===== config.mk =====
export PLATFORM = sky130hd
export DESIGN_NAME = pfd_dirctl
export DESIGN_NICKNAME = d
export VERILOG_FILES = /design/src/rtl/pfd_pkg.sv /design/src/rtl/pfd_edge_det.sv /design/src/rtl/pfd_core.sv /design/src/rtl/pfd_mon_route.sv /design/src/rtl/pfd_gain_dec.sv /design/src/rtl/pfd_dirctl.sv
export SDC_FILE = /design/constraint.sdc
export NUM_CORES = 1
export LEC_CHECK = 0
export BUFFER_PORTS_ARGS = -buffer_cell sky130_fd_sc_hd__buf_2
export CORE_UTILIZATION = 40
export DETAILED_ROUTE_END_ITERATION = 7
export PLACE_DENSITY = 0.68
export SETUP_SLACK_MARGIN = 0.4
export SYNTH_ARGS = -nofsm -noshare
export SYNTH_HDL_FRONTEND = slang
export SYNTH_SLANG_ARGS = --single-unit
export TNS_END_PERCENT = 10

===== constraint.sdc =====
create_clock -name clk -period 0.8 [get_ports clk]
set_input_delay 0.16 -clock clk [delete_from_list [all_inputs] [get_ports clk]]
set_output_delay 0.16 -clock clk [all_outputs]
set_load 0.02 [all_outputs]

===== src/rtl/pfd_pkg.sv =====
package pfd_pkg;
  localparam int GAIN_W = 4;

  typedef enum logic [1:0] {
    GS_X1P0 = 2'b00,
    GS_X1P5 = 2'b01,
    GS_X2P5 = 2'b10,
    GS_X4P0 = 2'b11
  } gain_sel_e;

  // multiplier expressed in half units
  function automatic logic [GAIN_W-1:0] gain_to_code(input gain_sel_e sel);
    case (sel)
      GS_X1P0: gain_to_code = GAIN_W'(2);
      GS_X1P5: gain_to_code = GAIN_W'(3);
      GS_X2P5: gain_to_code = GAIN_W'(5);
      default: gain_to_code = GAIN_W'(8);
    endcase
  endfunction
endpackage


===== src/rtl/pfd_edge_det.sv =====
module pfd_edge_det #(
  parameter int NCH = 2
) (
  input  logic           clk,
  input  logic           rst,
  input  logic [NCH-1:0] sig_i,
  output logic [NCH-1:0] lvl_o,
  output logic [NCH-1:0] rise_o
);
  logic [NCH-1:0] smp_q;
  logic [NCH-1:0] prv_q;

  for (genvar g = 0; g < NCH; g++) begin : g_ch
    always_ff @(posedge clk) begin
      if (rst) begin
        smp_q[g] <= 1'b0;
        prv_q[g] <= 1'b0;
      end else begin
        smp_q[g] <= sig_i[g];
        prv_q[g] <= smp_q[g];
      end
    end
    assign rise_o[g] = smp_q[g] & ~prv_q[g];
  end

  assign lvl_o = smp_q;
endmodule


===== src/rtl/pfd_core.sv =====
module pfd_core #(
  parameter int RST_DLY = 2
) (
  input  logic clk,
  input  logic rst,
  input  logic en_i,
  input  logic set_up_i,
  input  logic set_dn_i,
  output logic up_o,
  output logic dn_o
);
  localparam int CNT_W = (RST_DLY < 2) ? 1 : $clog2(RST_DLY + 1);
  localparam logic [CNT_W-1:0] LAST = CNT_W'(RST_DLY - 1);

  logic             up_q, dn_q;
  logic [CNT_W-1:0] cnt_q;
  logic             both, clr;

  assign both = up_q & dn_q;
  assign clr  = both & (cnt_q == LAST);

  always_ff @(posedge clk) begin
    if (rst || !en_i) begin
      up_q  <= 1'b0;
      dn_q  <= 1'b0;
      cnt_q <= '0;
    end else begin
      up_q  <= clr ? set_up_i : (up_q | set_up_i);
      dn_q  <= clr ? set_dn_i : (dn_q | set_dn_i);
      cnt_q <= (both && !clr) ? cnt_q + CNT_W'(1) : '0;
    end
  end

  assign up_o = up_q;
  assign dn_o = dn_q;
endmodule


===== src/rtl/pfd_mon_route.sv =====
module pfd_mon_route (
  input  logic clk,
  input  logic rst,
  input  logic dir_i,
  input  logic en_i,
  input  logic rf_lvl_i,
  input  logic ref_lvl_i,
  output logic mon_a_o,
  output logic mon_b_o
);
  always_ff @(posedge clk) begin
    if (rst) begin
      mon_a_o <= 1'b0;
      mon_b_o <= 1'b0;
    end else begin
      mon_a_o <= en_i & (dir_i ? rf_lvl_i  : ref_lvl_i);
      mon_b_o <= en_i & (dir_i ? ref_lvl_i : rf_lvl_i);
    end
  end
endmodule


===== src/rtl/pfd_gain_dec.sv =====
module pfd_gain_dec
  import pfd_pkg::*;
(
  input  logic              clk,
  input  logic              rst,
  input  logic [1:0]        sel_i,
  output logic [GAIN_W-1:0] code_o
);
  always_ff @(posedge clk) begin
    if (rst) code_o <= '0;
    else     code_o <= gain_to_code(gain_sel_e'(sel_i));
  end
endmodule


===== src/rtl/pfd_dirctl.sv =====
module pfd_dirctl
  import pfd_pkg::*;
#(
  parameter int RST_DLY = 2
) (
  input  logic              clk,
  input  logic              rst,
  input  logic              rf_div_i,
  input  logic              ref_div_i,
  input  logic              dir_i,
  input  logic              pd_en_i,
  input  logic              mon_en_i,
  input  logic [1:0]        gain_sel_i,
  output logic              up_o,
  output logic              dn_o,
  output logic              mon_a_o,
  output logic              mon_b_o,
  output logic [GAIN_W-1:0] gain_code_o
);
  localparam int CH_RF  = 0;
  localparam int CH_REF = 1;

  logic [1:0] lvl, rise;
  logic       set_up, set_dn;

  pfd_edge_det #(.NCH(2)) u_edge (
    .clk    (clk),
    .rst    (rst),
    .sig_i  ({ref_div_i, rf_div_i}),
    .lvl_o  (lvl),
    .rise_o (rise)
  );

  // dir high: feedback edge leads -> sink (dn); low: reversed
  assign set_dn = dir_i ? rise[CH_RF]  : rise[CH_REF];
  assign set_up = dir_i ? rise[CH_REF] : rise[CH_RF];

  pfd_core #(.RST_DLY(RST_DLY)) u_core (
    .clk      (clk),
    .rst      (rst),
    .en_i     (pd_en_i),
    .set_up_i (set_up),
    .set_dn_i (set_dn),
    .up_o     (up_o),
    .dn_o     (dn_o)
  );

  pfd_mon_route u_mon (
    .clk       (clk),
    .rst       (rst),
    .dir_i     (dir_i),
    .en_i      (mon_en_i),
    .rf_lvl_i  (lvl[CH_RF]),
    .ref_lvl_i (lvl[CH_REF]),
    .mon_a_o   (mon_a_o),
    .mon_b_o   (mon_b_o)
  );

  pfd_gain_dec u_gain (
    .clk    (clk),
    .rst    (rst),
    .sel_i  (gain_sel_i),
    .code_o (gain_code_o)
  );
endmodule


==> Word-level counts from Yosys, hierarchy flattened <==
Index checks and enable logic that the tools add are counted.
{ "op_classes": {"mux": 7, "reduce_logical": 6, "bitwise": 11, "addsub": 1, "eq_ne": 3} }
{ "ops": {"columns": ["op", "n"], "rows": [
  ["4-bit case mux with 3 select lines", 1],
  ["1-bit AND", 6],
  ["1-bit two-way mux", 6],
  ["2-bit by 1-bit equality test with 1-bit output (second input constant)", 2],
  ["1-bit inverter", 3],
  ["2-bit by 1-bit adder with 2-bit output (second input constant)", 1],
  ["2-bit equality test (second input constant)", 1],
  ["1-bit zero test", 2],
  ["2-bit zero test", 1],
  ["1-bit bitwise OR", 2],
  ["2-bit OR reduction", 1],
  ["1-bit logical AND", 1],
  ["1-bit logical OR", 1]
]} }
{ "totals": {"reg_bits": 14, "input_bits": 9, "word_cells": 38} }

==> Longest topological paths before layout <==
{ "depth": {"depth_word": 6, "mapped_depth": 4, "ltp_nobuf": 4} }

==> Cells and area by module <==
From an unflattened synthesis, not the netlist that was laid out.
{ "hier_totals": {"cells_unflattened": 50, "area_unflattened_um2": 544.3} }
{ "modules_own_cells": {"columns": ["mod", "area_each_um2", "n_inst", "seq_area_each_um2", "cells_per_inst"], "rows": [
  ["pfd_gain_dec", 170.2, 1, 80.1, 15],
  ["pfd_core", 160.2, 1, 80.1, 16],
  ["pfd_edge_det", 117.6, 1, 80.1, 10],
  ["pfd_mon_route", 73.8, 1, 40.0, 7],
  ["pfd_dirctl", 22.5, 1, 0.0, 2]
]} }

==> Least setup slack after synthesis <==
No wires, ideal clock.
{ "synth_timing": {"path_kind": "flip-flop to flip-flop", "start": "register u_core.cnt_q[1]", "end": "register u_core.up_q, in the netlist u_core.up_o", "stages_incl_launch_ff": 5, "n_path_buf": 0, "slack_ps": -98, "setup_time_ps": 74, "arrival_ps": 824, "path_cell_list": "dfxtp_1 inv_1 ha_1 a21bo_2 a31oi_1"} }
{ "synth_between": {"elab_chain_cells": 3} }
{ "synth_rtl": {"columns": ["item", "line_no", "source"], "rows": [
  ["start: declaration", "pfd_core.sv:16", "logic [CNT_W-1:0] cnt_q;"],
  ["start signal: assignment", "pfd_core.sv:30", "cnt_q <= (both && !clr) ? cnt_q + CNT_W'(1) : '0;"],
  ["2-bit by 1-bit equality test with 1-bit output", "pfd_core.sv:20", "assign clr = both & (cnt_q == LAST);"],
  ["1-bit AND", "pfd_core.sv:20", null],
  ["1-bit two-way mux", "pfd_core.sv:28", "up_q <= clr ? set_up_i : (up_q | set_up_i);"],
  ["end signal: assignment", "pfd_core.sv:28", null],
  ["end: declaration", "pfd_core.sv:15", "logic up_q, dn_q;"]
]} }
Every way passes these cells.
A chain may end at the register's enable or synchronous reset.

==> Worst setup path in the final report <==
Ends and elaborated chain as after synthesis.

==> out/summary.md <==
• outcome: finished, violations left
• violated checks: setup timing
• arrival time at the worst endpoint: 1.13 ns
• clock transition at the registers of the reported paths: 0.08 ns
• fraction of layout cells with a size suffix above 1: 0.730
• final antenna diode count: 0
• post-synthesis sequential area ratio: 0.525
• RSZ-0062 raised after global routing: yes
• post-layout total power: 1.39 mW
• clock group share of total power: 0.277
• startpoint kind of the worst setup timing path: flip-flop
• number of cell instances on the worst register-to-register path: 4
• total global-route track usage: 0.177
• critical path peak fanout: 4
• post-synthesis register bit count: 14
• distinct cell type count of the synthesized netlist: 14
• Synth Flop Type: sky130_fd_sc_hd__dfxtp_1
• Routability Congestion: 0.656
• Hold Path Cell Cnt: 2
• Iteration-0 DRC Markers: 3
• Post-Syn Instances: 48
• sequential power share: 0.538
• number of buffers on the longest clock path: 2
• delay of the slowest cell on the worst path: 0.33 ns
• area of the multi-input gates: 337 um2
• number of synthesized flops with an enable pin: 0
• Vias per Instance: 4.92
• worst relative slew slack: 0.859
• final count of pins violating max slew: 0
• num rows: 12
• first-pass GRT wire length: 1720 um
• number of max-cap violations: 0
• top-count cell post-synth: sky130_fd_sc_hd__dfxtp_1
• number of I/O port buffers: 16
• Crit Path Class: flip-flop to flip-flop
• total wirelength of the detailed-routed design: 1240 um
• worst min-delay path class: input pin to flip-flop
• final worst clock skew: 0.00409 ns
• yosys warns: 0
• sw frac: 0.245
• largest cells by area after synthesis: sky130_fd_sc_hd__dfxtp_1 52%, sky130_fd_sc_hd__ha_1 12%, sky130_fd_sc_hd__nor2b_1 8.2%, sky130_fd_sc_hd__a21bo_2 3.7%, sky130_fd_sc_hd__mux2i_1 3.7%
• final worst-path setup slack: -0.132 ns
• net count reported at finish: 90
• number of global-route vias before repair: 442
• placed wire-length estimate: 720 um
• area grow syn2layout: 74.5%
• Via Count: 433
• ordered cell list for the critical path: inv_2, ha_4, a21bo_2, a31oi_1
• post-synth top area share: 0.525
• Min Clock Period, post-route: 0.932 ns
• DRC violations left: 0
• number of clock buffers inserted by TritonCTS: 3
• sequential cell area in the final layout: 295 um2
• setup violators final: 12
• wire length per cell: 14.0 um
• Tcrit/Tclk final: 1.16
• number of filler instances in the final layout: 61
• clock tree root driver cell: sky130_fd_sc_hd__clkbuf_4
• worst ir drop on vdd: 1.01 mV
• internal power consumption: 1.05 mW
• cell type contributing the most total cell area after synthesis: sky130_fd_sc_hd__dfxtp_1
• switching power: 0.339 mW
• initial antenna violation count: 0
• final hold viol count: 0
• H-tree depth: 1
• total non-filler cell area in the finished layout: 932 um2
• Initial Utilization: 0.456
• Max Freq: 1.07 GHz
• crit path max-delay cell type: sky130_fd_sc_hd__dfxtp_2
• Die Area: 1490 um2
• global-route congestion overflow total: 0
• post-synthesis cell area: 534 um2
• Die X-Extent: 38.5 um
• CP required: 1.00 ns
• boundary pin count: 17
• hold_buf cts: 0
• total power divided by cell area: 1490 nW/um2
• post-synth net total: 62
• placed cell areas: 682 um2
• maximum number of pins on one net before global-route repair: 8
• LEAKAGE: 0.381 nW
• Crit. End Element: flip-flop
• synthesized area per cell: 11.1 um2
• tightest hold margin: 0.100 ns
• Worst Max-Slew Pin Slew: 0.209 ns
• Vert. Die Dim: 38.5 um
• Post-synth ARST share: 0
• Commonest cells post-synth: 14 x sky130_fd_sc_hd__dfxtp_1, 7 x sky130_fd_sc_hd__nor2b_1, 5 x sky130_fd_sc_hd__ha_1, 4 x sky130_fd_sc_hd__nor2_1, 3 x sky130_fd_sc_hd__inv_1
• Skew-Pair Late Insertion Delay: 0.27 ns
• Comb power frac: 0.185
• number of clock sinks: 14
• clock tree from TritonCTS: yes
• number of iterations in the first detailed-routing pass: 4
• standard cell core area: 1170 um2
• antenna-violating nets left: 0
## worst paths after layout
| path | slack (ns) | start | endpoint |
|---|---|---|---|
| setup / recovery | -0.13 | u_core.cnt_q[1] | u_core.up_o |
| hold / removal | 0.10 | ref_div_i | u_edge.lvl_o[1] |
| setup reg to reg | -0.13 | u_core.cnt_q[1] | u_core.up_o |
| hold reg to reg | 0.46 | u_core.cnt_q[0] | u_core.cnt_q[0] |
## layout make-up
cell class                      count  area share
Multi-Input combinational cell     31       0.361
Sequential cell                    14       0.317
Timing Repair Buffer               23       0.240
Inverter                            3      0.0389
Clock buffer                        3      0.0242
Tap cell                           14      0.0188
## power by group through the flow
stage                     clock [mW]  combinational (mW)  sequential, mW
after CTS                      0.389               0.216           0.743
after floorplan                    0              0.0516           0.777
final                          0.384               0.257           0.746
after detailed placement           0               0.160           0.752
after global placement             0               0.156           0.750
after global routing           0.429               0.271           0.747
## repair_timing
action / in CTS / in global routing
setup buffers: 1 / 0
setup endpoints to repair: 20 / 20
pin swaps: 6 / 6
resized for setup: 48 / 14
## cells in the final DEF, fill, tap and decap left out, types with 2 or more instances in the layout
| cell type | n |
|---|---|
| sky130_fd_sc_hd__dfxtp_2 | 12 |
| sky130_fd_sc_hd__buf_6 | 11 |
| sky130_fd_sc_hd__buf_2 | 6 |
| sky130_fd_sc_hd__nor2b_1 | 5 |
| sky130_fd_sc_hd__ha_4 | 5 |
| sky130_fd_sc_hd__nor2_1 | 4 |
| sky130_fd_sc_hd__buf_4 | 4 |
| sky130_fd_sc_hd__clkbuf_4 | 3 |
| sky130_fd_sc_hd__clkinv_8 | 2 |
| sky130_fd_sc_hd__a21bo_2 | 2 |
| sky130_fd_sc_hd__nand3b_1 | 2 |
| sky130_fd_sc_hd__or3b_1 | 2 |
| sky130_fd_sc_hd__a31oi_1 | 2 |
| sky130_fd_sc_hd__nor4_2 | 2 |
| sky130_fd_sc_hd__nor2b_4 | 2 |
| sky130_fd_sc_hd__buf_12 | 2 |
| sky130_fd_sc_hd__dfxtp_1 | 2 |
## registers in the layout (all words and copies together) (netlist names)
register       cells
u_edge.lvl_o       2
u_gain.code_o      4
u_core.up_o        1
u_core.dn_o        1
u_edge.prv_q       2
u_core.cnt_q       2
u_mon.mon_a_o      1
u_mon.mon_b_o      1
## critical path, delay by kind of cell (launching register included)
family,cells,cell delay [ns]
flip-flops,1,0.33
buffers and inverters,1,0.04
AO/OA/AOI/OAI,2,0.32
adder cells (fa/ha/maj),1,0.16
## metrics by stage
| stage | cells | setup slack, ns | util | TNS [ns] |
|---|---|---|---|---|
| floorplan | 48 | -0.0709 | - | -0.216 |
| global placement | 84 | -0.0994 | 0.582 | -0.325 |
| detailed placement | 84 | -0.147 | 0.582 | -0.529 |
| CTS | 88 | -0.120 | 0.743 | -1.10 |
| global route | 88 | -0.200 | 0.796 | -1.46 |
| finish | 88 | -0.132 | 0.796 | -1.04 |
## cell families after synthesis
logic type	Yosys count	synth area share
flip-flops	14	0.525
AND/OR/NAND/NOR	20	0.239
buffers and inverters	3	0.0211
multiplexers	2	0.0375
AO/OA/AOI/OAI	4	0.0609
adder cells (fa/ha/maj)	5	0.117
## layer usage
metal,GRT usage,wire (um),up-vias
li1,-,-,212
met1,0.145,472,205
met2,0.371,698,14
met3,0.0465,47,2
met4,0.0776,18,0
met5,0,0,-
Note: power is estimated with default switching activity, not from simulation.
